<file path="src/rtl/tmr8_pkg.sv">
package tmr8_pkg;
  localparam int PRESC_TAPS = 4;

  localparam logic [2:0] ADR_CTRLA = 3'd0;
  localparam logic [2:0] ADR_CTRLB = 3'd1;
  localparam logic [2:0] ADR_COUNT = 3'd2;
  localparam logic [2:0] ADR_CMPA  = 3'd3;
  localparam logic [2:0] ADR_CMPB  = 3'd4;
  localparam logic [2:0] ADR_FLAGS = 3'd5;
  localparam logic [2:0] ADR_IRQEN = 3'd6;

  typedef enum logic [1:0] {
    SEQ_WRAP      = 2'd0,
    SEQ_CLR_MATCH = 2'd1,
    SEQ_FAST      = 2'd2,
    SEQ_PHASE     = 2'd3
  } seq_e;

  typedef enum logic [1:0] {
    OUT_OFF    = 2'd0,
    OUT_TOGGLE = 2'd1,
    OUT_CLEAR  = 2'd2,
    OUT_SET    = 2'd3
  } outm_e;

  function automatic seq_e decode_seq(input logic [2:0] wave);
    case (wave)
      3'b001:  return SEQ_PHASE;
      3'b010:  return SEQ_CLR_MATCH;
      3'b011:  return SEQ_FAST;
      default: return SEQ_WRAP;
    endcase
  endfunction
endpackage

</file>
<file path="src/rtl/tmr8_tick_sel.sv">
module tmr8_tick_sel
  import tmr8_pkg::*;
#(
  parameter int SYNC_STAGES = 2
) (
  input  logic                  clk,
  input  logic                  rst,
  input  logic [2:0]            clk_sel,
  input  logic [PRESC_TAPS-1:0] presc_tick,
  input  logic                  ext_pin,
  output logic                  tick
);
  localparam int TAP_W = $clog2(PRESC_TAPS);

  // synchroniser stages plus one history stage for edge detection
  logic [SYNC_STAGES:0] pin_sh;
  logic                 pin_rise, pin_fall;
  logic [2:0]           tap_sel;

  always_ff @(posedge clk) begin
    if (rst) pin_sh <= '0;
    else     pin_sh <= {pin_sh[SYNC_STAGES-1:0], ext_pin};
  end

  assign pin_rise = pin_sh[SYNC_STAGES-1] & ~pin_sh[SYNC_STAGES];
  assign pin_fall = ~pin_sh[SYNC_STAGES-1] & pin_sh[SYNC_STAGES];
  assign tap_sel  = clk_sel - 3'd2;

  always_comb begin
    case (clk_sel)
      3'd0:    tick = 1'b0;
      3'd1:    tick = 1'b1;
      3'd6:    tick = pin_fall;
      3'd7:    tick = pin_rise;
      default: tick = presc_tick[tap_sel[TAP_W-1:0]];
    endcase
  end
endmodule

</file>
<file path="src/rtl/tmr8_count_unit.sv">
module tmr8_count_unit
  import tmr8_pkg::*;
#(
  parameter int W = 8
) (
  input  logic         clk,
  input  logic         rst,
  input  logic         step,
  input  logic         wr,
  input  logic [W-1:0] wr_data,
  input  seq_e         seq,
  input  logic [W-1:0] cmp_a,
  output logic [W-1:0] cnt,
  output logic         at_top,
  output logic         at_bottom,
  output logic         ovf_evt
);
  localparam logic [W-1:0] MAX = '1;
  localparam logic [W-1:0] ONE = W'(1);

  logic         down_q, down_n, turn_down;
  logic [W-1:0] cnt_n;

  assign at_top    = (cnt == MAX);
  assign at_bottom = (cnt == '0);

  always_comb begin
    cnt_n     = cnt;
    down_n    = down_q;
    ovf_evt   = 1'b0;
    turn_down = down_q;
    if (wr) begin
      cnt_n = wr_data;
    end else if (step) begin
      case (seq)
        SEQ_CLR_MATCH: begin
          cnt_n   = (cnt == cmp_a) ? '0 : cnt + ONE;
          ovf_evt = at_top;
        end
        SEQ_PHASE: begin
          if (at_top)         turn_down = 1'b1;
          else if (at_bottom) turn_down = 1'b0;
          cnt_n   = turn_down ? cnt - ONE : cnt + ONE;
          down_n  = turn_down;
          ovf_evt = at_bottom;
        end
        default: begin
          cnt_n   = cnt + ONE;
          ovf_evt = at_top;
        end
      endcase
    end
  end

  always_ff @(posedge clk) begin
    if (rst) begin
      cnt    <= '0;
      down_q <= 1'b0;
    end else begin
      cnt    <= cnt_n;
      down_q <= down_n;
    end
  end
endmodule

</file>
<file path="src/rtl/tmr8_cmp_chan.sv">
module tmr8_cmp_chan
  import tmr8_pkg::*;
#(
  parameter int W = 8
) (
  input  logic         clk,
  input  logic         rst,
  input  logic         step,
  input  seq_e         seq,
  input  logic [W-1:0] cnt,
  input  logic [W-1:0] cmp,
  input  logic [1:0]   out_mode,
  output logic         match_evt,
  output logic         oc
);
  localparam logic [W-1:0] MAX = '1;

  outm_e om;
  logic  reinit;
  logic  oc_n;

  assign om        = outm_e'(out_mode);
  assign match_evt = step && (cnt == cmp);
  assign reinit    = step && (((seq == SEQ_FAST) && (cnt == MAX)) ||
                              ((seq == SEQ_PHASE) && (cnt == '0)));

  always_comb begin
    oc_n = oc;
    if (om == OUT_OFF) begin
      oc_n = 1'b0;
    end else begin
      if (reinit) begin
        if (om == OUT_CLEAR)    oc_n = 1'b1;
        else if (om == OUT_SET) oc_n = 1'b0;
      end
      if (match_evt) begin
        case (om)
          OUT_TOGGLE: oc_n = ~oc_n;
          OUT_CLEAR:  oc_n = 1'b0;
          default:    oc_n = 1'b1;
        endcase
      end
    end
  end

  always_ff @(posedge clk) begin
    if (rst) oc <= 1'b0;
    else     oc <= oc_n;
  end
endmodule

</file>
<file path="src/rtl/tmr8_dual_cmp.sv">
module tmr8_dual_cmp
  import tmr8_pkg::*;
#(
  parameter int W           = 8,
  parameter int SYNC_STAGES = 2
) (
  input  logic                  clk,
  input  logic                  rst,
  input  logic [2:0]            bus_addr,
  input  logic                  bus_we,
  input  logic [W-1:0]          bus_wdata,
  output logic [W-1:0]          bus_rdata,
  input  logic [PRESC_TAPS-1:0] presc_tick,
  input  logic                  ext_pin,
  input  logic [2:0]            irq_ack,
  output logic [2:0]            irq,
  output logic                  oc_a,
  output logic                  oc_b,
  output logic                  at_top,
  output logic                  at_bottom
);
  localparam int NCH = 2;

  logic [5:0]   ctrla_q;
  logic [3:0]   ctrlb_q;
  logic [W-1:0] cmp_q [NCH];
  logic [2:0]   flags_q, irqen_q;
  logic [W-1:0] cnt_q;
  logic [W-1:0] cmp_a_val;
  logic [2:0]   clk_sel;
  seq_e         seq;
  logic         tick, step, cnt_wr, flags_wr, ovf_evt;
  logic [NCH-1:0] match, oc_vec;
  logic [2:0]   flag_set, flag_clr;

  assign clk_sel   = ctrlb_q[2:0];
  assign seq       = decode_seq({ctrlb_q[3], ctrla_q[1:0]});
  assign cnt_wr    = bus_we && (bus_addr == ADR_COUNT);
  assign flags_wr  = bus_we && (bus_addr == ADR_FLAGS);
  assign step      = tick && !cnt_wr;
  assign cmp_a_val = cmp_q[0];

  tmr8_tick_sel #(.SYNC_STAGES(SYNC_STAGES)) u_tick (
    .clk(clk), .rst(rst), .clk_sel(clk_sel), .presc_tick(presc_tick),
    .ext_pin(ext_pin), .tick(tick)
  );

  tmr8_count_unit #(.W(W)) u_cnt (
    .clk(clk), .rst(rst), .step(step), .wr(cnt_wr), .wr_data(bus_wdata),
    .seq(seq), .cmp_a(cmp_a_val), .cnt(cnt_q), .at_top(at_top),
    .at_bottom(at_bottom), .ovf_evt(ovf_evt)
  );

  for (genvar g = 0; g < NCH; g++) begin : g_ch
    tmr8_cmp_chan #(.W(W)) u_ch (
      .clk(clk), .rst(rst), .step(step), .seq(seq), .cnt(cnt_q),
      .cmp(cmp_q[g]), .out_mode(ctrla_q[2+2*g +: 2]),
      .match_evt(match[g]), .oc(oc_vec[g])
    );
  end

  assign oc_a = oc_vec[0];
  assign oc_b = oc_vec[1];

  // control and compare registers
  always_ff @(posedge clk) begin
    if (rst) begin
      ctrla_q <= '0;
      ctrlb_q <= '0;
      irqen_q <= '0;
      for (int i = 0; i < NCH; i++) cmp_q[i] <= '0;
    end else if (bus_we) begin
      if (bus_addr == ADR_CTRLA) ctrla_q <= bus_wdata[5:0];
      if (bus_addr == ADR_CTRLB) ctrlb_q <= bus_wdata[3:0];
      if (bus_addr == ADR_IRQEN) irqen_q <= bus_wdata[2:0];
      for (int i = 0; i < NCH; i++)
        if (bus_addr == ADR_CMPA + 3'(i)) cmp_q[i] <= bus_wdata;
    end
  end

  // sticky flags: a set in the same cycle wins over any clear
  assign flag_set = {match[1], match[0], ovf_evt};
  assign flag_clr = irq_ack | (flags_wr ? bus_wdata[2:0] : 3'b000);

  always_ff @(posedge clk) begin
    if (rst) flags_q <= '0;
    else     flags_q <= (flags_q & ~flag_clr) | flag_set;
  end

  assign irq = flags_q & irqen_q;

  always_ff @(posedge clk) begin
    if (rst) begin
      bus_rdata <= '0;
    end else begin
      case (bus_addr)
        ADR_CTRLA: bus_rdata <= W'(ctrla_q);
        ADR_CTRLB: bus_rdata <= W'(ctrlb_q);
        ADR_COUNT: bus_rdata <= cnt_q;
        ADR_CMPA:  bus_rdata <= cmp_q[0];
        ADR_CMPB:  bus_rdata <= cmp_q[1];
        ADR_FLAGS: bus_rdata <= W'(flags_q);
        ADR_IRQEN: bus_rdata <= W'(irqen_q);
        default:   bus_rdata <= '0;
      endcase
    end
  end
endmodule

</file>
<file path="config.mk">
export PLATFORM = sky130hd
export DESIGN_NAME = tmr8_dual_cmp
export DESIGN_NICKNAME = d
export VERILOG_FILES = /design/src/rtl/tmr8_pkg.sv /design/src/rtl/tmr8_tick_sel.sv /design/src/rtl/tmr8_count_unit.sv /design/src/rtl/tmr8_cmp_chan.sv /design/src/rtl/tmr8_dual_cmp.sv
export SDC_FILE = /design/constraint.sdc
export NUM_CORES = 1
export LEC_CHECK = 0
export BUFFER_PORTS_ARGS = -buffer_cell sky130_fd_sc_hd__buf_4
export CAP_MARGIN = 0
export CORE_MARGIN = 10
export CORE_UTILIZATION = 32
export CTS_BUF_LIST = sky130_fd_sc_hd__clkbuf_8
export DETAILED_ROUTE_END_ITERATION = 6
export GPL_TIMING_DRIVEN = 0
export PLACE_DENSITY = 0.52
export SETUP_SLACK_MARGIN = 0.5
export SKIP_CTS_REPAIR_TIMING = 1
export SYNTH_ARGS = -nofsm -noshare
export SYNTH_HDL_FRONTEND = slang
export SYNTH_HIERARCHICAL = 1
export SYNTH_SLANG_ARGS = --single-unit
export TNS_END_PERCENT = 100
</file>
<file path="constraint.sdc">
create_clock -name clk -period 6.5 [get_ports clk]
set_input_delay 0.325 -clock clk [delete_from_list [all_inputs] [get_ports clk]]
set_output_delay 0.325 -clock clk [all_outputs]
set_load 0.1 [all_outputs]
</file>
* After elaboration in Yosys (flattened, before gate mapping)
Memory sizes are Yosys's and may differ from the RTL's. Cells that the tools add are included.
Cells by class: $mul 0, shifts and indexed selects 0, multiplexer cells 43, div/mod/pow operators 0, order comparisons 1, equal/unequal tests 24, add/sub/neg operators 3, bitwise logic cells 14, reductions and logical operators 22
Operators by type and width (number):
- 8-bit one-hot mux with 7 select lines | 1
- 8-bit two-way mux | 6
- 1-bit two-way mux | 29
- 8-bit == test | 2
- 8-bit one-hot mux with 2 select lines | 1
- 3-bit == test, second input constant | 5
- 2-bit == test, second input constant | 6
- 3-bit by 2-bit == test with 1-bit output, second input constant | 4
- 3-bit by 1-bit == test with 1-bit output, second input constant | 3
- 8-bit by 1-bit adder with 8-bit output, second input constant | 1
- 8-bit == test, second input constant | 1
- 1-bit logical AND | 8
- 8-bit zero test | 1
- 8-bit by 1-bit subtractor with 8-bit output, second input constant | 1
- 3-bit bitwise AND | 2
- 2-bit by 1-bit == test with 1-bit output, second input constant | 3
- 3-bit zero test | 2
- 3-bit OR | 2
- 2-bit one-hot mux with 3 select lines | 1
- 2-bit AND reduction | 3
- 1-bit inverter | 5
- 2-bit zero test | 2
- 1-bit one-hot mux with 2 select lines | 2
- 1-bit one-hot mux with 4 select lines | 1
- 12 further kinds | 15
Storage, ports and cells: bits in latches 0, flip-flop bits (word level) 38, output and inout bits 15, bits in writable memories 16, memories kept 1, logic and storage cells 118, memory bits (read-only) 0
Memory list:
- cmp_q | words 2, width 8, rd ports 2, clocked after memory_dff 0, wr ports 2, line tmr8_dual_cmp.sv:26 | logic [W-1:0] cmp_q [NCH];

* Longest topological paths before layout
depth after elaboration 11, gate-level depth with buffers 11, depth with buffers taken out 9

* Hierarchy
Netlist, hierarchy kept.
By module, submodules not included:
- tmr8_dual_cmp | times used 1, cells an instance 170, area an instance 1846.8 um^2, sequential area each 960.9 um^2
- tmr8_count_unit | times used 1, cells an instance 138, area an instance 1009.7 um^2, sequential area each 180.2 um^2
- tmr8_cmp_chan | times used 2, cells an instance 29, area an instance 206.4 um^2, sequential area each 20.0 um^2
- tmr8_tick_sel | times used 1, cells an instance 15, area an instance 150.1 um^2, sequential area each 60.1 um^2

* Least setup slack after synthesis
Ideal clock, no wire load.
path kind flip-flop to flip-flop, start point register u_cnt.cnt[2], end point register flags_q[0], data required time 6.435 ns, stages on the path, launching flop included 9, clock period less this slack 2.213 ns, arrival 2.148 ns, slack 4.287 ns, setup time 0.065 ns, cells stage by stage dfxtp_1 -> buf_2 -> nand4_1 -> or2_1 -> inv_1 -> a21oi_1 -> nor2_1 -> a31oi_1 -> nor2_1
Between the ends: word-level cells in the longest chain between the ends 5
Ends and longest elaborated chain:
- start, declared | line tmr8_count_unit.sv:13 | output logic [W-1:0] cnt,
- start signal, assigned | line tmr8_count_unit.sv:60 | cnt <= cnt_n;
- 8-bit == test | line tmr8_count_unit.sv:24 | assign at_top = (cnt == MAX);
- via at_top | line tmr8_dual_cmp.sv:19 | output logic at_top,
- 1-bit two-way mux | line tmr8_count_unit.sv:35 | case (seq)
- 1-bit two-way mux | line tmr8_count_unit.sv:34 | end else if (step) begin
- 1-bit two-way mux | line tmr8_count_unit.sv:32 | if (wr) begin
- via flag_set[0] | line tmr8_dual_cmp.sv:34 | logic [2:0] flag_set, flag_clr;
- 3-bit OR | line tmr8_dual_cmp.sv:87 | else flags_q <= (flags_q & ~flag_clr) | flag_set;
- end signal, assigned | line tmr8_dual_cmp.sv:87
- end, declared | line tmr8_dual_cmp.sv:27 | logic [2:0] flags_q, irqen_q;
The timed path passes the listed nets, and every way through them passes these cells. A chain may end at the register's enable or synchronous reset.

* Worst setup path in the final report
start point register ctrlb_q[1], end point register u_cnt.cnt[4]
Between the ends: word-level cells in the longest chain between the ends 6
Ends and longest elaborated chain:
- start, declared | line tmr8_dual_cmp.sv:25 | logic [3:0] ctrlb_q;
- start signal, assigned | line tmr8_dual_cmp.sv:74 | if (bus_addr == ADR_CTRLB) ctrlb_q <= bus_wdata[3:0];
- 2-bit subtractor | line tmr8_tick_sel.sv:27 | assign tap_sel = clk_sel - 3'd2;
- 1-bit binary-select mux with 2-bit select | line tmr8_tick_sel.sv:35 | default: tick = presc_tick[tap_sel[TAP_W-1:0]];
- 1-bit two-way mux (not written as such) | line tmr8_tick_sel.sv:35
- 1-bit one-hot mux with 4 select lines * | line tmr8_tick_sel.sv:30 | case (clk_sel)
- via tick | line tmr8_dual_cmp.sv:32 | logic tick, step, cnt_wr, flags_wr, ovf_evt;
- 1-bit logical AND * | line tmr8_dual_cmp.sv:40 | assign step = tick && !cnt_wr;
- via step | line tmr8_dual_cmp.sv:32
- 2-bit nonzero test (no line) *
The timed path passes the listed nets; every way through them passes the cells marked *. The select of a mux whose other input is x is not followed.

==> results_tabular.tex <==
\begin{tabular}{lr}
\hline
Metric & Value \\
\hline
\multicolumn{2}{l}{\textbf{Run status}} \\
\quad Outcome & completed \\
\multicolumn{2}{l}{\textbf{Timing}} \\
\quad RSZ-0062 raised after global routing & no \\
\quad Number of hold-slack violations in the final timing report & 0 \\
\quad Actual transition at the worst max-transition pin & 0.878 ns \\
\quad Period utilization & 41.9\% \\
\quad Sum of negative setup slack & 0 ns \\
\quad Max Slew Vio Count & 0 \\
\quad Post-layout worst setup margin & 3.78 ns \\
\quad Clk\_skew & 0.00529 ns \\
\quad Maximum clock frequency & 367 MHz \\
\quad Post-layout minimum cycle time & roughly 2.7 ns \\
\quad Worst relative slew slack & between 40\% and 50\% \\
\quad Final setup vio count & 0 \\
\multicolumn{2}{l}{\textbf{Setup path}} \\
\quad Launching element type of the critical path & flop \\
\quad Crit path buffers/inverters & 1 \\
\quad Slowest CP cell & dfxtp\_1 \\
\quad Element type at the critical path end & flop \\
\quad Worst path cell trace & nand4b\_1 -> o311ai\_1 -> a221o\_1 -> nor2b\_1 -> clkbuf\_1 -> nand2\_1 -> nor3\_1 -> xor2\_1 -> o21ai\_0 -> a311oi\_1 \\
\quad Required time of the worst setup path & approximately 6.7 ns \\
\quad Worst path arrival time & 2.95 ns \\
\quad Cell family contributing the most delay on the critical path & simple AND/OR/NAND/NOR gates \\
\quad Largest stage delay, worst path & 0.45 ns \\
\quad Path type of the worst setup path & flop to flop \\
\quad Maximum fanout along the worst path & 9 \\
\multicolumn{2}{l}{\textbf{GRT}} \\
\quad Sum of overflow across all layers after global routing & 0 \\
\quad Global-route wire length before repair & $\sim$16000 µm \\
\quad GRT Resource Usage Total & about an eighth \\
\quad Maximum number of pins on one net before global-route repair & 18 \\
\quad Antenna violations before repair & 0 \\
\quad Via count of the first global-routing pass & 2903 \\
\multicolumn{2}{l}{\textbf{Logic synthesis}} \\
\quad Sequential-to-total area share from yosys stat & 36.3\% \\
\quad Async set-or-reset flop fraction in the synthesized netlist & 0\% \\
\quad Cell with the most instances after synthesis & dfxtp\_1 \\
\quad Share of Yosys cell area claimed by the top area cell type & 22.2\% \\
\quad Cell area after synthesis & 0.00342 mm² \\
\quad Number of register bits inferred by synthesis & 54 \\
\quad Number of synthesized flops with an enable pin & 16 \\
\quad Largest cells by area after synthesis & dfxtp\_1 (22\%), edfxtp\_1 (14\%), mux2i\_1 (7.6\%), xnor2\_1 (4.6\%), nor2\_1 (4.1\%) \\
\quad Most instantiated cells after synthesis & dfxtp\_1 (38), nor2\_1 (37), mux2i\_1 (26) \\
\quad Post-Syn Area per Cell & 8.98 µm² \\
\quad Library cell occupying the most area in the post-synthesis netlist & dfxtp\_1 \\
\quad Post-synthesis cell count & 381 \\
\quad Most used flip-flop cell after synthesis & dfxtp\_1 \\
\quad Number of distinct library cell variants in the gate-level netlist after synthesis & 61 \\
\quad Yosys Warn Count & 6 \\
\quad Number of nets in the synthesized netlist & 406 \\
\multicolumn{2}{l}{\textbf{Floorplanning}} \\
\quad Num rows & 37 \\
\quad Die H & 123 µm \\
\quad Starting density of the core & 33.0\% \\
\quad Full die area & 0.0152 mm² \\
\quad Horizontal die dimension & 123 µm \\
\quad Area of the core & 0.0104 mm² \\
\quad Number of primary I/O pins & 37 \\
\multicolumn{2}{l}{\textbf{Route}} \\
\quad Number of vias after detailed routing & 2955 \\
\quad Antenna viol nets, final & 0 \\
\quad DRC violation total after the first TritonRoute iteration & 222 \\
\quad DRC errors left & 0 \\
\quad Routed vias/inst & 5.28 \\
\quad Router iterations before antenna repair & 5 \\
\quad Post-detailed-routing wire length & about 10000 µm \\
\quad Average wire length per cell after detail routing & 17.8 µm \\
\multicolumn{2}{l}{\textbf{CTS}} \\
\quad Insertion delay of the later-clocked pin in the worst-skew pair & 0.31 ns \\
\quad Clock sink count & 54 \\
\quad Cts bufs inserted & 5 \\
\quad TritonCTS clock tree & built \\
\quad Clock buffer depth & 2 \\
\quad Max H-tree Level & 2 \\
\quad Clock slew at reported path FFs & 0.10 ns \\
\quad Clock Tree Root & clkbuf\_8 \\
\multicolumn{2}{l}{\textbf{Flow run}} \\
\quad Max-capacitance violation count & 0 \\
\multicolumn{2}{l}{\textbf{Finish}} \\
\quad Net count reported at finish & around 450 \\
\quad Final cell count without fillers & 560 \\
\quad Area growth from synthesis to final layout & 15.2\% \\
\quad Antenna diodes & 0 \\
\quad Share of cells above drive strength 1 & 17.2\% \\
\multicolumn{2}{l}{\textbf{Worst hold path}} \\
\quad Classification of the worst-slack hold path & input port to flop \\
\multicolumn{2}{l}{\textbf{Place}} \\
\quad Placer's final routability congestion estimate & 0.851 \\
\quad Worst setup slack after placement & 3.56 ns \\
\quad Detailed placer's ending HPWL & 7690 µm \\
\quad Cell total after placement & $\sim$550 \\
\quad Number of port buffers & 35 \\
\multicolumn{2}{l}{\textbf{Power}} \\
\quad Power per cell area & 194 mW/mm² \\
\quad Leakage & between 1 and 1.5 nW \\
\quad Worst-case vdd ir drop & 104 µV \\
\hline
\end{tabular}
## per-stage QoR
stage	utilization, %	hold WS (ns)	total power, W	area, µm²
5_1_grt	38.0	0.227	0.000802	3940
2_1_floorplan	-	0.397	0.000525	3420
6_report	38.0	0.220	0.000763	3940
3_3_place_gp	37.2	0.417	0.000579	3850
4_1_cts	38.0	0.208	0.000771	3940
3_5_place_dp	37.2	0.430	0.000581	3850
## cell families after synthesis
logic type      count (synthesis)  share of synthesized area (%)
xor+xnor                       28                           7.17
fa+ha+maj                       3                           1.10
simple gates                  148                           24.6
flops                          54                           36.3
mux                            32                           10.0
compound gates                 71                           14.5
buf+inv                        45                           6.37
## cell type report
class	count	area [µm²]
fillers	1070	6430
repair buffers	35	263
flip-flops and latches	54	1240
clock inverters	3	18.8
clock buffers	5	68.8
multi-input cells	282	1960
inverters	23	86.3
plain buffers	22	131
well taps	136	170
## registers in the layout, summed over array words and instances, names as in the netlist, named ones only
name           cells
bus_rdata          8
cmp_q             16
ctrla_q            6
ctrlb_q            4
flags_q            3
irqen_q            3
u_cnt/cnt          8
u_cnt/down_q       1
u_tick/pin_sh      3
## where the power goes
| part | switching, W | internal (W) |
|---|---|---|
| clock network | 0.000115 | 0.0000747 |
| registers | 0.0000236 | 0.000363 |
| logic | 0.000113 | 0.0000739 |
## path summary, 6_finish.rpt
path,start,to,slack (ns),cells past startpoint
worst max-delay path,ctrlb_q[1],u_cnt/cnt[4],3.78,10
worst min-delay path,ext_pin,u_tick/pin_sh[0],0.22,2
worst max register to register,ctrlb_q[1],u_cnt/cnt[4],3.78,10
worst min register to register,u_tick/pin_sh[0],u_tick/pin_sh[1],0.45,1
## layout by cell type (no fill, tap or decap), types with 6 or more instances in the layout
cell      count
nor2b_1       7
xnor2_1      18
buf_2         9
nor4_1        6
and2_1       11
inv_1        24
dfxtp_1      38
clkbuf_1      8
nor3_1        7
buf_4        35
a21oi_1      13
o211ai_1      6
nand3_1      19
a31oi_1      13
xor2_1       10
o21ai_0       7
edfxtp_1     16
nand2_1      19
mux2i_1      26
nor2_1       37
nand2b_1      6
o21bai_1      6
nand4_1       6
## layer usage
layer  track usage [%]  wire length, µm
met1              18.0             4560
met2              21.2             4620
met3              2.32              695
met4              3.71              110
met5                 0                0
Power figures use the tool's default switching activity.
